<file path="src/rtl/fsg_pkg.sv">
package fsg_pkg;
  typedef enum logic [1:0] {
    ST_IDLE = 2'd0,
    ST_RUN  = 2'd1,
    ST_DONE = 2'd2
  } fsg_state_e;

  function automatic int unsigned fact_of(input int unsigned n);
    int unsigned r;
    r = 1;
    for (int unsigned k = 2; k <= n; k++) r = r * k;
    return r;
  endfunction
endpackage

</file>
<file path="src/rtl/fsg_mul.sv">
// Shift-add multiplier, result truncated to the product width.
module fsg_mul #(
  parameter int unsigned A_W = 13,
  parameter int unsigned B_W = 3
) (
  input  logic [A_W-1:0] a_i,
  input  logic [B_W-1:0] b_i,
  output logic [A_W-1:0] p_o
);
  logic [A_W-1:0] part [B_W];
  logic [A_W-1:0] acc  [B_W+1];

  assign acc[0] = '0;
  for (genvar i = 0; i < B_W; i++) begin : g_pp
    assign part[i]  = b_i[i] ? (a_i << i) : '0;
    assign acc[i+1] = acc[i] + part[i];
  end
  assign p_o = acc[B_W];
endmodule

</file>
<file path="src/rtl/fsg_index.sv">
module fsg_index #(
  parameter int unsigned IDX_W = 3,
  parameter int unsigned LIMIT = 7
) (
  input  logic             clk_i,
  input  logic             rst_ni,
  input  logic             load_i,
  input  logic             step_i,
  output logic [IDX_W-1:0] cnt_o,
  output logic             last_o
);
  logic [IDX_W-1:0] cnt_q;

  always_ff @(posedge clk_i or negedge rst_ni) begin
    if (!rst_ni)     cnt_q <= IDX_W'(1);
    else if (load_i) cnt_q <= IDX_W'(1);
    else if (step_i) cnt_q <= cnt_q + IDX_W'(1);
  end

  assign cnt_o  = cnt_q;
  assign last_o = (cnt_q == IDX_W'(LIMIT));

  // the counter never steps past the upper index
  a_r3_cnt_bound: assert property (@(posedge clk_i) disable iff (!rst_ni)
    step_i |-> (cnt_q >= IDX_W'(1)) && (cnt_q <= IDX_W'(LIMIT)));
endmodule

</file>
<file path="src/rtl/fsg_ctrl.sv">
module fsg_ctrl
  import fsg_pkg::*;
(
  input  logic clk_i,
  input  logic rst_ni,
  input  logic start_i,
  input  logic enable_i,
  input  logic last_i,
  output logic load_o,
  output logic step_o,
  output logic done_o
);
  fsg_state_e state_q, state_d;

  assign load_o = start_i;
  assign step_o = !start_i && enable_i && (state_q == ST_RUN);

  always_comb begin
    state_d = state_q;
    if (start_i)                state_d = ST_RUN;
    else if (step_o && last_i)  state_d = ST_DONE;
  end

  always_ff @(posedge clk_i or negedge rst_ni) begin
    if (!rst_ni) state_q <= ST_IDLE;
    else         state_q <= state_d;
  end

  assign done_o = (state_q == ST_DONE);

  // finished state is left only through a start
  a_r5_done_hold: assert property (@(posedge clk_i) disable iff (!rst_ni)
    (done_o && !start_i) |=> done_o);
  // a start always leaves the controller running, not finished
  a_r2_start_run: assert property (@(posedge clk_i) disable iff (!rst_ni)
    start_i |=> !done_o);
endmodule

</file>
<file path="src/rtl/fact_seq.sv">
module fact_seq
  import fsg_pkg::*;
#(
  parameter int unsigned LIMIT = 7,
  localparam int unsigned IDX_W  = $clog2(LIMIT + 1),
  localparam int unsigned PROD_W = $clog2(fact_of(LIMIT) + 1)
) (
  input  logic              clk_i,
  input  logic              rst_ni,
  input  logic              start_i,
  input  logic              enable_i,
  output logic [IDX_W-1:0]  idx_o,
  output logic [PROD_W-1:0] prod_o,
  output logic              valid_o,
  output logic              done_o
);
  logic             load, step, last;
  logic [IDX_W-1:0] cnt;
  logic [PROD_W-1:0] prod_q, mul_res;
  logic [IDX_W-1:0] idx_q;
  logic             valid_q;

  fsg_ctrl u_ctrl (
    .clk_i   (clk_i),
    .rst_ni  (rst_ni),
    .start_i (start_i),
    .enable_i(enable_i),
    .last_i  (last),
    .load_o  (load),
    .step_o  (step),
    .done_o  (done_o)
  );

  fsg_index #(.IDX_W(IDX_W), .LIMIT(LIMIT)) u_index (
    .clk_i (clk_i),
    .rst_ni(rst_ni),
    .load_i(load),
    .step_i(step),
    .cnt_o (cnt),
    .last_o(last)
  );

  fsg_mul #(.A_W(PROD_W), .B_W(IDX_W)) u_mul (
    .a_i(prod_q),
    .b_i(cnt),
    .p_o(mul_res)
  );

  always_ff @(posedge clk_i or negedge rst_ni) begin
    if (!rst_ni) begin
      prod_q  <= PROD_W'(1);
      idx_q   <= '0;
      valid_q <= 1'b0;
    end else begin
      valid_q <= step;
      if (load) begin
        prod_q <= PROD_W'(1);
        idx_q  <= '0;
      end else if (step) begin
        prod_q <= mul_res;
        idx_q  <= cnt;
      end
    end
  end

  assign idx_o   = idx_q;
  assign prod_o  = prod_q;
  assign valid_o = valid_q;

  // a published pair is one index on, product scaled by that index
  a_r3_idx_inc: assert property (@(posedge clk_i) disable iff (!rst_ni)
    valid_o |-> idx_o == $past(idx_o) + IDX_W'(1));
  a_r3_prod_mul: assert property (@(posedge clk_i) disable iff (!rst_ni)
    valid_o |-> prod_o == PROD_W'($past(prod_o) * $past(idx_o + IDX_W'(1))));
  // a disabled cycle holds the pair and suppresses the strobe
  a_r4_hold: assert property (@(posedge clk_i) disable iff (!rst_ni)
    (!enable_i && !start_i) |=> !valid_o && $stable(prod_o) && $stable(idx_o));
  // start clears the pair
  a_r2_start_clear: assert property (@(posedge clk_i) disable iff (!rst_ni)
    start_i |=> (idx_o == '0) && (prod_o == PROD_W'(1)) && !valid_o);
  // no strobe once finished
  a_r5_no_valid: assert property (@(posedge clk_i) disable iff (!rst_ni)
    (done_o && !start_i) |=> !valid_o);
endmodule

</file>
<file path="config.mk">
export PLATFORM = sky130hd
export DESIGN_NAME = fact_seq
export DESIGN_NICKNAME = d
export VERILOG_FILES = /design/src/rtl/fsg_pkg.sv /design/src/rtl/fsg_mul.sv /design/src/rtl/fsg_index.sv /design/src/rtl/fsg_ctrl.sv /design/src/rtl/fact_seq.sv
export SDC_FILE = /design/constraint.sdc
export NUM_CORES = 1
export LEC_CHECK = 0
export BUFFER_PORTS_ARGS = -buffer_cell sky130_fd_sc_hd__buf_4
export CAP_MARGIN = 10
export CORE_ASPECT_RATIO = 2
export CORE_UTILIZATION = 49
export DETAILED_ROUTE_END_ITERATION = 12
export PLACE_DENSITY_LB_ADDON = 0.2
export RECOVER_POWER = 50
export SYNTH_ARGS = -nofsm -noshare
export SYNTH_HDL_FRONTEND = slang
export SYNTH_HIERARCHICAL = 1
export SYNTH_SLANG_ARGS = --single-unit
</file>
<file path="constraint.sdc">
create_clock -name clk_i -period 2.9 [get_ports clk_i]
set_input_delay 0.58 -clock clk_i [delete_from_list [all_inputs] [get_ports clk_i]]
set_output_delay 0.58 -clock clk_i [all_outputs]
set_load 0.005 [all_outputs]
</file>
; ---- After elaboration in Yosys (flattened, before gate mapping)
; Cells that the tools add are included.
[word_totals]
ff_bits = 22
in_bits = 4
[op_classes]
n_reduce_logical = 6
muxes = 11
add_sub_neg = 3
n_eq_ne = 3
[op_table]
columns = operator, n
row1 = 13-bit two-way mux, 5
row2 = 13-bit adder, 2
row3 = 3-bit two-way mux, 4
row4 = 2-bit two-way mux, 2
row5 = 2-bit nonzero test, 2
row6 = "3-bit by 1-bit adder with 3-bit output, second input constant", 1
row7 = "3-bit == test, second input constant", 1
row8 = 1-bit logical AND, 3
row9 = "2-bit by 1-bit == test with 1-bit output, second input constant", 1
row10 = "2-bit == test, second input constant", 1
row11 = 1-bit zero test, 1

; ---- Logic depth before layout (Yosys ltp)
; Gate-level depths: netlist (run 1).
[depth]
depth_word = 6
depth_mapped = 13

; ---- Modules after synthesis
; Netlist (run 1), hierarchy kept.
[modules_own_cells]
columns = mod, n_inst, area_each_um2, cells_per_inst
row1 = fsg_mul, 1, 904.6, 130
row2 = fact_seq, 1, 688.2, 53
row3 = fsg_index, 1, 143.9, 11
row4 = fsg_ctrl, 1, 100.1, 10

; ---- Worst setup path before layout (run 1)
; OpenSTA, ideal clock, no wires.
[synth_path]
path_kind = register to register
from = reg u_index.cnt_q[2], in the netlist u_index/cnt_o[2]
to = reg prod_q[10], in the netlist prod_o[10]
synth_period_minus_slack_ps = 2831
arrival_time_ps = 2705
n_path_buf = 1
stages_incl_launch_ff = 14
required_time_ps = 2774
path_slack_ps = 69
setup_ps = 126
cell_sequence = dfrtp_1 -> clkbuf_1 -> and2_1 -> fa_1 -> ha_1 -> inv_1 -> fa_1 -> nand2b_1 -> a21oi_1 -> nor3_1 -> a21oi_1 -> xor2_1 -> mux2i_1 -> nor2_1
[synth_between]
elab_chain_len = 4
[synth_rtl]
columns = item, line_no
row1 = from (decl), fsg_index.sv:12  ; logic [IDX_W-1:0] cnt_q;
row2 = from (signal assigned), fsg_index.sv:17  ; else if (step_i) cnt_q <= cnt_q + IDX_W'(1);
row3 = 13-bit two-way mux, fsg_mul.sv:15  ; assign part[i] = b_i[i] ? (a_i << i) : '0;
row4 = 13-bit adder, fsg_mul.sv:16  ; assign acc[i+1] = acc[i] + part[i];
row5 = via mul_res[10], fact_seq.sv:19  ; logic [PROD_W-1:0] prod_q, mul_res;
row6 = 13-bit two-way mux, fact_seq.sv:59  ; end else if (step) begin
row7 = 13-bit two-way mux, fact_seq.sv:56  ; if (load) begin
row8 = to (signal assigned), fact_seq.sv:60  ; prod_q <= mul_res;
row9 = to (decl), fact_seq.sv:19
; The timed path passes the listed nets, and every way through them passes these cells. The select of a mux whose other input is x is not followed.
; A chain may end at the register's enable or synchronous reset.

; ---- Worst setup path after layout (run 1)
[layout_path]
from = reg u_index.cnt_q[0], in the netlist u_index/cnt_o[0]
to = reg prod_q[9], in the netlist prod_o[9]
[layout_between]
elab_chain_len = 5
[layout_rtl]
columns = item, line_no
row1 = 13-bit two-way mux, fsg_mul.sv:15
row2 = 13-bit adder (2 in series), fsg_mul.sv:16
row3 = via mul_res[9], fact_seq.sv:19
row4 = 13-bit two-way mux, fact_seq.sv:59
row5 = 13-bit two-way mux, fact_seq.sv:56
; The timed path passes the listed nets, and every way through them passes these cells. The select of a mux whose other input is x is not followed.

==> reports/qor.txt, run 1 <==
CP required: 3.10 ns
Final Skew: 0.01043 ns
Seq cells post-synth: 22
gpl congestion: 0.8859
cell count after synthesis: 204
Tmin final: 2.781 ns
syn_area_per_cell: 9.004 um2
critical path peak fanout: 9
Worst-path clk slew: 0.08 ns
Crit. End Element: flip-flop
# clock sinks: 22
Post-Place Worst Slack: 0.06949 ns
EDFF count, synth: 0
area of the die: 4012 um2
starting density of the core: 0.5092
n_diodes: 0
FP Rows: 31
port buffer count: 21
Die W: 45.29 um
YS warnings: 6
Final WS setup: 0.1187 ns
Synth Area in Simple Gates: 0.1901
Vias: 1445
post-synth cell types: 34
hold slack: 0.5170 ns
CP Launch Type: flip-flop
Final Util: 0.5893
Final Hold Fails: 0
PwrDens: 276.6 nW/um2
status: finished, final reports clean
Main synth FF type: dfrtp_1
nets: 260
Vias per Instance: 5.179
initial antenna violation count: 0
Final HPWL DP: 2.979 mm
worst-margin pin slew: 1.241 ns
FFs w/ async S/R, synth: 1.000
Detail Route Antenna Nets: 0
Syn Nets: 232
clk buf depth: 2
Synth Area in XOR/XNOR: 0.06199
number of max-cap violations: 0
Pre-antenna DRT Iters: 4
post-synthesis mux area share: 0.09264
VDD IR max: 395.7 uV
most frequent cell after synthesis: nand2_1
Worst-Skew Late Latency: 0.27 ns
DR iter-0 viols: 29
register area share after synthesis: 0.3011
drt wl/cell: 14.17 um
main combinational cell family by area after synthesis: adder cells
post-synth top area cell: dfrtp_1
number of fill cells in the layout: 357
post-detailed-placement cell area: 2057 um2
Area Growth Syn to Fin: 15.74%
first-pass GRT wire length: 6.561 mm
Slew HR: 0.1728
CTS H-tree lvls: 1
Adder-Cell Fraction of Synth Area: 0.2084
P_leak: 1.086 nW
Hold Crit Class: input port to flip-flop
Compound-Gate Fraction of Synth Area: 0.06676
endpoints failing setup: 0
worst path arrival time: 2.98 ns
hold buffer count at cts: 0
Pins Over Slew Limit: 0
CTS root buf: clkbuf_8
CTS tree: done
Worst Setup Path Type: flip-flop to flip-flop
io pins: 22
layout cells sized above 1: 0.1913
core region area: 3607 um2
Max Freq: 359.5 MHz
Die H: 88.59 um
drt drc: 0
vias in the first global route: 1459
CTS Buf Count: 3
grt ovf: 0
final instance area: 2126 um2
Synth area leaders: dfrtp_1 27%, fa_1 12%, mux2i_1 9.3%
period utilisation layout: 0.9591
Synth Cell Area: 1837 um2
share of the synthesized area in the top cell type: 0.2725
largest net degree at the start of global routing: 24
Overall Global Routing Usage: 0.2244
Synth top cells by count: 36 x nand2_1, 23 x inv_1, 23 x nor2_1
routed wire length: 3.954 mm
-- routing by layer --
metal / share of wire / track usage
met4: 0.022 / 0.07989
met2: 0.54 / 0.3979
met5: 0 / 0
met3: 0.021 / 0.02449
met1: 0.42 / 0.2696
-- per-stage QoR --
stage / TNS [ns] / cells / power [W]
after floorplan: 0 / 204 / 0.0003708
after global placement: 0 / 274 / 0.0004018
after detailed placement: 0 / 274 / 0.0004023
after CTS: 0 / 277 / 0.0005951
after global routing: -0.007353 / 279 / 0.0006189
final: 0 / 279 / 0.0005881
-- sequential cells by signal (all words and copies together), names as in the netlist --
signal	flops
valid_o	1
prod_o	13
u_index/cnt_o	3
u_ctrl/state_q	2
idx_o	3
-- placed cells by master (no fill, tap or decap), types with 3 or more instances in the layout --
cell type	synthesis	routed
nand2_1	36	36
buf_4	1	26
xor2_1	5	5
clkbuf_4	0	4
and2_1	6	6
xnor2_1	8	8
nand3_1	4	4
ha_1	13	13
a21oi_2	2	5
a21oi_1	6	3
a31oi_1	3	3
dfrtp_1	20	20
inv_1	23	23
nor2_1	23	23
fa_1	11	11
clkbuf_8	0	3
mux2i_1	17	17
-- path summary, 6_finish.rpt --
check / from / end / slack, ns / depth (start not counted)
max: u_index/cnt_o[0] / prod_o[9] / 0.12 / 11
max in group asynchronous: rst_ni / prod_o[8] / 1.61 / 1
min reg2reg: idx_o[0] / idx_o[0] / 0.53 / 2
min in group asynchronous: rst_ni / prod_o[11] / 0.55 / 1
min: enable_i / u_ctrl/state_q[0] / 0.52 / 2
max reg2reg: u_index/cnt_o[0] / prod_o[9] / 0.12 / 11
-- final cells by class --
type,instances,area [um2],share of cell area
Clock buffer,3,41.29,0.01942
Tap cell,49,61.31,0.02884
Inverter,23,86.33,0.04061
Multi-Input combinational cell,151,1155,0.5433
Timing Repair Buffer,31,229.0,0.1077
Sequential cell,22,553.0,0.2602
-- power breakdown --
group / leakage, nW / switching, W / internal, W
Sequential: 0.293 / 0.00000794 / 0.000315
Combinational: 0.772 / 0.0000403 / 0.0000330
Clock: 0.0216 / 0.0000988 / 0.0000928
-- cell families after synthesis --
family,count (synthesis)
xor gates and xnor gates,13
muxes,17
buffers and inverters,31
AOI/OAI and AO/OA,18
adders and majority gates,24
and+or+nand+nor,79
DFF,22
-- critical path: stages, from the launching register on --
cell and delay (ns):
dfstp_2 0.63, nand2_1 0.09, fa_1 0.54, inv_1 0.06, ha_1 0.30, a21oi_2 0.19
o2111ai_2 0.20, a21o_1 0.23, a21oi_2 0.17, xnor2_1 0.13, mux2i_1 0.08, nor2_1 0.10
-- timing repair --
item,in CTS,in global routing
resized for setup,0,4
setup buffers,0,2
endpoints found under the setup margin,0,3
Note: power is estimated with default switching activity, not from simulation.
==> run 2: changes to the inputs <==
--- a/config.mk
+++ b/config.mk
@@ -11,7 +11,7 @@
 export CORE_UTILIZATION = 49
 export DETAILED_ROUTE_END_ITERATION = 12
 export PLACE_DENSITY_LB_ADDON = 0.2
-export RECOVER_POWER = 50
+export RECOVER_POWER = 100
 export SYNTH_ARGS = -nofsm -noshare
 export SYNTH_HDL_FRONTEND = slang
 export SYNTH_HIERARCHICAL = 1
==> constraint.sdc (replaced) <==
create_clock -name clk_i -period 3.2 [get_ports clk_i]
set_input_delay 0.64 -clock clk_i [delete_from_list [all_inputs] [get_ports clk_i]]
set_output_delay 0.64 -clock clk_i [all_outputs]
set_load 0.005 [all_outputs]
==> reports/qor.txt, run 2 (synthesis gave the netlist of run 1 again) <==
unrepaired setup endpoints after global routing: false
P_leak: 1.034 nW
drt wl/cell: 14.21 um
Slew HR: 0.1673
Final Hold Fails: 0
Sequential Area: 556.8 um2
period utilisation layout: 0.9326
area of the die: 4012 um2
CTS Buf Count: 3
Final Skew: 0.005965 ns
Overall Global Routing Usage: 0.2265
DR iter-0 viols: 27
Critical-path top delay cell: dfstp_4
CTS H-tree lvls: 1
Pins Over Slew Limit: 0
Vias: 1409
Sw Pwr: 0.0001269 W
n_diodes: 0
Tmin final: 2.984 ns
delay-heaviest family, CP: compound AO/OA/AOI/OAI gates
worst path arrival time: 3.18 ns
setup bufs post-CTS: 0
number of fill cells in the layout: 369
Vias per Instance: 5.180
Die H: 88.59 um
Max Freq: 335.1 MHz
layout cells sized above 1: 0.1300
gpl congestion: 0.8453
io pins: 22
routed wire length: 3.866 mm
# clock sinks: 22
most frequent cells in the layout: 36 x nand2_1, 23 x nor2_1, 23 x inv_1
Pre-antenna DRT Iters: 4
most common cell after layout, fill and taps aside: nand2_1
port buffer count: 21
number of max-cap violations: 0
FP Rows: 31
Largest stage delay, worst path: 0.73 ns
Area Growth Syn to Fin: 11.44%
initial antenna violation count: 0
Clk pwr share: 0.325
nets: 253
Detail Route Antenna Nets: 0
vias in the first global route: 1468
Worst-Skew Late Latency: 0.26 ns
critical path peak fanout: 16
grt ovf: 0
Worst Setup Path Type: flip-flop to flip-flop
Hold Crit Class: flip-flop to flip-flop
CTS root buf: clkbuf_8
clk buf depth: 2
PwrDens: 254.5 nW/um2
status: finished, final reports clean
Sequential Power Share: 0.567
switching part of the total: 0.2437
Comb pwr share: 0.108
CTS resizes: 0
area of the multi-input gates: 1129 um2
final instance area: 2047 um2
largest net degree at the start of global routing: 24
starting density of the core: 0.5092
internal power: 0.0003939 W
Final HPWL DP: 2.865 mm
Die W: 45.29 um
first-pass GRT wire length: 6.520 mm
hold buffer count at cts: 0
CP Cell Sequence: nand2_1 > fa_1 > inv_1 > ha_1 > a21oi_1 > o2111ai_1 > a21o_1 > a21oi_2 > xnor2_1 > mux2i_1 > nor2_1
drt drc: 0
CP Launch Type: flip-flop
VDD IR max: 321.2 uV
max reg flops: 13
Critical path buffers and inverters: 1
endpoints failing setup: 0
CP required: 3.40 ns
worst-margin pin slew: 1.249 ns
post-detailed-placement cell area: 2019 um2
setup TNS: 0 ns
core region area: 3607 um2
Crit. End Element: flip-flop
CTS tree: done
Worst-path clk slew: 0.08 ns
## run 2: final timing paths
kind,startpoint,endpoint,slack [ns],cells after the start
min reg2reg,idx_o[1],idx_o[1],0.53,2
max in group asynchronous,rst_ni,idx_o[0],1.84,1
min in group asynchronous,rst_ni,prod_o[12],0.62,1
max reg2reg,u_index/cnt_o[0],prod_o[9],0.22,11
min,idx_o[1],idx_o[1],0.53,2
max,u_index/cnt_o[0],prod_o[9],0.22,11
## run 2: layer usage
metal / routed length (um) / track usage / up-vias
met4: 68 / 0.08264 / 0
li1: - / - / 685
met1: 1574 / 0.2556 / 693
met5: 0 / 0 / -
met3: 61 / 0.01837 / 6
met2: 2162 / 0.4216 / 25
## run 2: cell type report
type / instances / area share
multi-input cells: 151 / 0.5513
flip-flops and latches: 22 / 0.2720
inverters: 23 / 0.04218
repair buffers: 24 / 0.08435
clock buffers: 3 / 0.02017
well taps: 49 / 0.02995
## run 2: worst register-to-register path, cell delays in order, from the launching register on
cell	delay, ns
dfstp_4	0.73
nand2_1	0.09
fa_1	0.54
inv_1	0.07
ha_1	0.29
a21oi_1	0.19
o2111ai_1	0.27
a21o_1	0.26
a21oi_2	0.14
xnor2_1	0.13
mux2i_1	0.09
nor2_1	0.12
## run 2: stage by stage
stage / power, W / hold slack (ns) / util / worst slack (ns) / instances
after floorplan: 0.0003360 / 0.3444 / - / 0.3689 / 204
after global placement: 0.0003584 / 0.5092 / 0.5598 / 0.3273 / 269
after detailed placement: 0.0003582 / 0.5256 / 0.5598 / 0.2535 / 269
after CTS: 0.0005292 / 0.2667 / 0.5713 / 0.1946 / 272
after global routing: 0.0005460 / 0.5668 / 0.5675 / 0.04680 / 272
final: 0.0005209 / 0.5319 / 0.5675 / 0.2157 / 272
## run 2: power groups by stage
| stage | clock (W) | combinational (W) | sequential (W) |
|---|---|---|---|
| 3_5_place_dp | 0 | 0.0000578 | 0.000300 |
| 2_1_floorplan | 0 | 0.0000393 | 0.000297 |
| 4_1_cts | 0.000176 | 0.0000581 | 0.000295 |
| 6_report | 0.000169 | 0.0000565 | 0.000295 |
| 5_1_grt | 0.000186 | 0.0000633 | 0.000297 |
| 3_3_place_gp | 0 | 0.0000577 | 0.000301 |
==> run 3: changes to the inputs <==
--- a/config.mk
+++ b/config.mk
@@ -8,10 +8,12 @@
 export BUFFER_PORTS_ARGS = -buffer_cell sky130_fd_sc_hd__buf_4
 export CAP_MARGIN = 10
 export CORE_ASPECT_RATIO = 2
+export CORE_MARGIN = 2
 export CORE_UTILIZATION = 49
 export DETAILED_ROUTE_END_ITERATION = 12
 export PLACE_DENSITY_LB_ADDON = 0.2
 export RECOVER_POWER = 100
+export REMOVE_ABC_BUFFERS = 1
 export SYNTH_ARGS = -nofsm -noshare
 export SYNTH_HDL_FRONTEND = slang
 export SYNTH_HIERARCHICAL = 1
==> reports/qor.txt, run 3 (synthesis gave the netlist of run 1 again) <==
CP Launch Type: flip-flop
setup TNS: 0 ns
Tot Pwr: 0.0006171 W
Pre-antenna DRT Iters: 6
Overall Global Routing Usage: 0.2020
Tmin final: 2.990 ns
largest net degree at the start of global routing: 24
internal power: 0.0004761 W
Pins Over Slew Limit: 0
starting density of the core: 0.5092
Final Util: 0.5727
Worst-path clk slew: 0.09 ns
unrepaired setup endpoints after global routing: false
Final Hold Fails: 0
nets: 252
first-pass GRT wire length: 6.465 mm
period utilisation layout: 0.9344
number of fill cells in the layout: 338
routed wire length: 3.684 mm
grt ovf: 0
most common cell after layout, fill and taps aside: nand2_1
DR iter-0 viols: 22
reg2reg end: prod_o[9]
CTS root buf: clkbuf_8
layout cells sized above 1: 0.1300
Crit. End Element: flip-flop
Vias: 1428
P_leak: 1.043 nW
gpl congestion: 0.8389
hold buffer count at cts: 0
most frequent cells in the layout: 36 x nand2_1, 23 x nor2_1, 23 x inv_1
switching part of the total: 0.2284
Die W: 47.29 um
area of the die: 4284 um2
Sw Pwr: 0.0001410 W
Worst-Skew Late Latency: 0.27 ns
Hold Startpoint: idx_o[2]
Final Non-Filler Cells: 272
setup bufs post-CTS: 0
RR Startpoint: u_index/cnt_o[0]
Detail Route Antenna Nets: 0
final instance area: 2066 um2
# clock sinks: 22
PwrDens: 298.7 nW/um2
number of max-cap violations: 0
CTS H-tree lvls: 1
Sequential Power Share: 0.475
VDD IR max: 241.6 uV
post-detailed-placement cell area: 2012 um2
status: finished, final reports clean
worst-margin pin slew: 1.288 ns
Final Skew: 0.007272 ns
Hold Crit Class: flip-flop to flip-flop
Die H: 90.59 um
Final HPWL DP: 2.764 mm
CTS resizes: 0
drt wl/cell: 13.54 um
Hold Crit Depth: 2
drt drc: 0
end of the worst hold path: idx_o[2]
CP startpoint: u_index/cnt_o[0]
n_diodes: 0
depth of the worst register-to-register path: 11
CTS Buf Count: 3
endpoints failing setup: 0
Comb pwr share: 0.091
Vias per Instance: 5.250
clk buf depth: 2
Worst Setup Path Type: flip-flop to flip-flop
Area Growth Syn to Fin: 12.47%
CTS tree: done
port buffer count: 21
vias in the first global route: 1514
Max Freq: 334.5 MHz
dpl cells: 268
max reg flops: 13
critical path peak fanout: 16
Slew HR: 0.1411
FP Rows: 31
CP required: 3.41 ns
io pins: 22
worst path arrival time: 3.20 ns
core region area: 3607 um2
Clk pwr share: 0.434
R2R setup slack: 0.21 ns
initial antenna violation count: 0
[run 3: cell count changes in the layout (fill, tap and decap cells not counted)]
cell,previous run,this run
bufinv_16,0,1
dfstp_4,1,0
dfstp_2,0,1
buf_4,6,5
[run 3: critical path: stages, from the launching register on]
cell and delay, ns:
dfstp_2 0.69, nand2_1 0.11, fa_1 0.54, inv_1 0.06
ha_1 0.29, a21oi_1 0.27, o2111ai_1 0.25, a21o_1 0.24
a21oi_2 0.14, xnor2_1 0.13, mux2i_1 0.09, nor2_1 0.12
[run 3: layer usage]
layer	vias up	track usage	wire length, um
li1	691	-	-
met3	12	0.02200	79
met4	0	0.06481	89
met5	-	0	0
met1	700	0.2575	1532
met2	25	0.3367	1984
[run 3: worst max-delay path by stage]
stage	end	slack, ns	cells past startpoint
floorplan	prod_o[10]	0.45	12
global placement	prod_o[10]	0.35	12
detailed placement	prod_o[10]	0.29	12
CTS	prod_o[10]	0.28	12
global route	prod_o[10]	0.04	12
finish	prod_o[9]	0.21	11
[run 3: final cells by class]
cell class / instances / area, um2 / area share
multi-input cells: 151 / 1129 / 0.5463
flip-flops and latches: 22 / 553.0 / 0.2677
clock inverters: 1 / 30.03 / 0.01454
well taps: 49 / 61.31 / 0.02968
repair buffers: 23 / 165.2 / 0.07995
clock buffers: 3 / 41.29 / 0.01999
inverters: 23 / 86.33 / 0.04179
[run 3: through the flow]
stage,hold slack [ns],setup WS [ns]
after global routing,0.5567,0.04131
after floorplan,0.3444,0.4461
after CTS,0.2567,0.2751
after detailed placement,0.5145,0.2940
after global placement,0.5127,0.3508
final,0.5303,0.2101
[run 3: power groups by stage]
stage               logic (W)  registers (W)  clock network, W
floorplan           0.0000254       0.000301                 0
global placement    0.0000572       0.000299                 0
detailed placement  0.0000582       0.000299                 0
CTS                 0.0000581       0.000294          0.000273
global route        0.0000623       0.000295          0.000284
finish              0.0000563       0.000293          0.000268
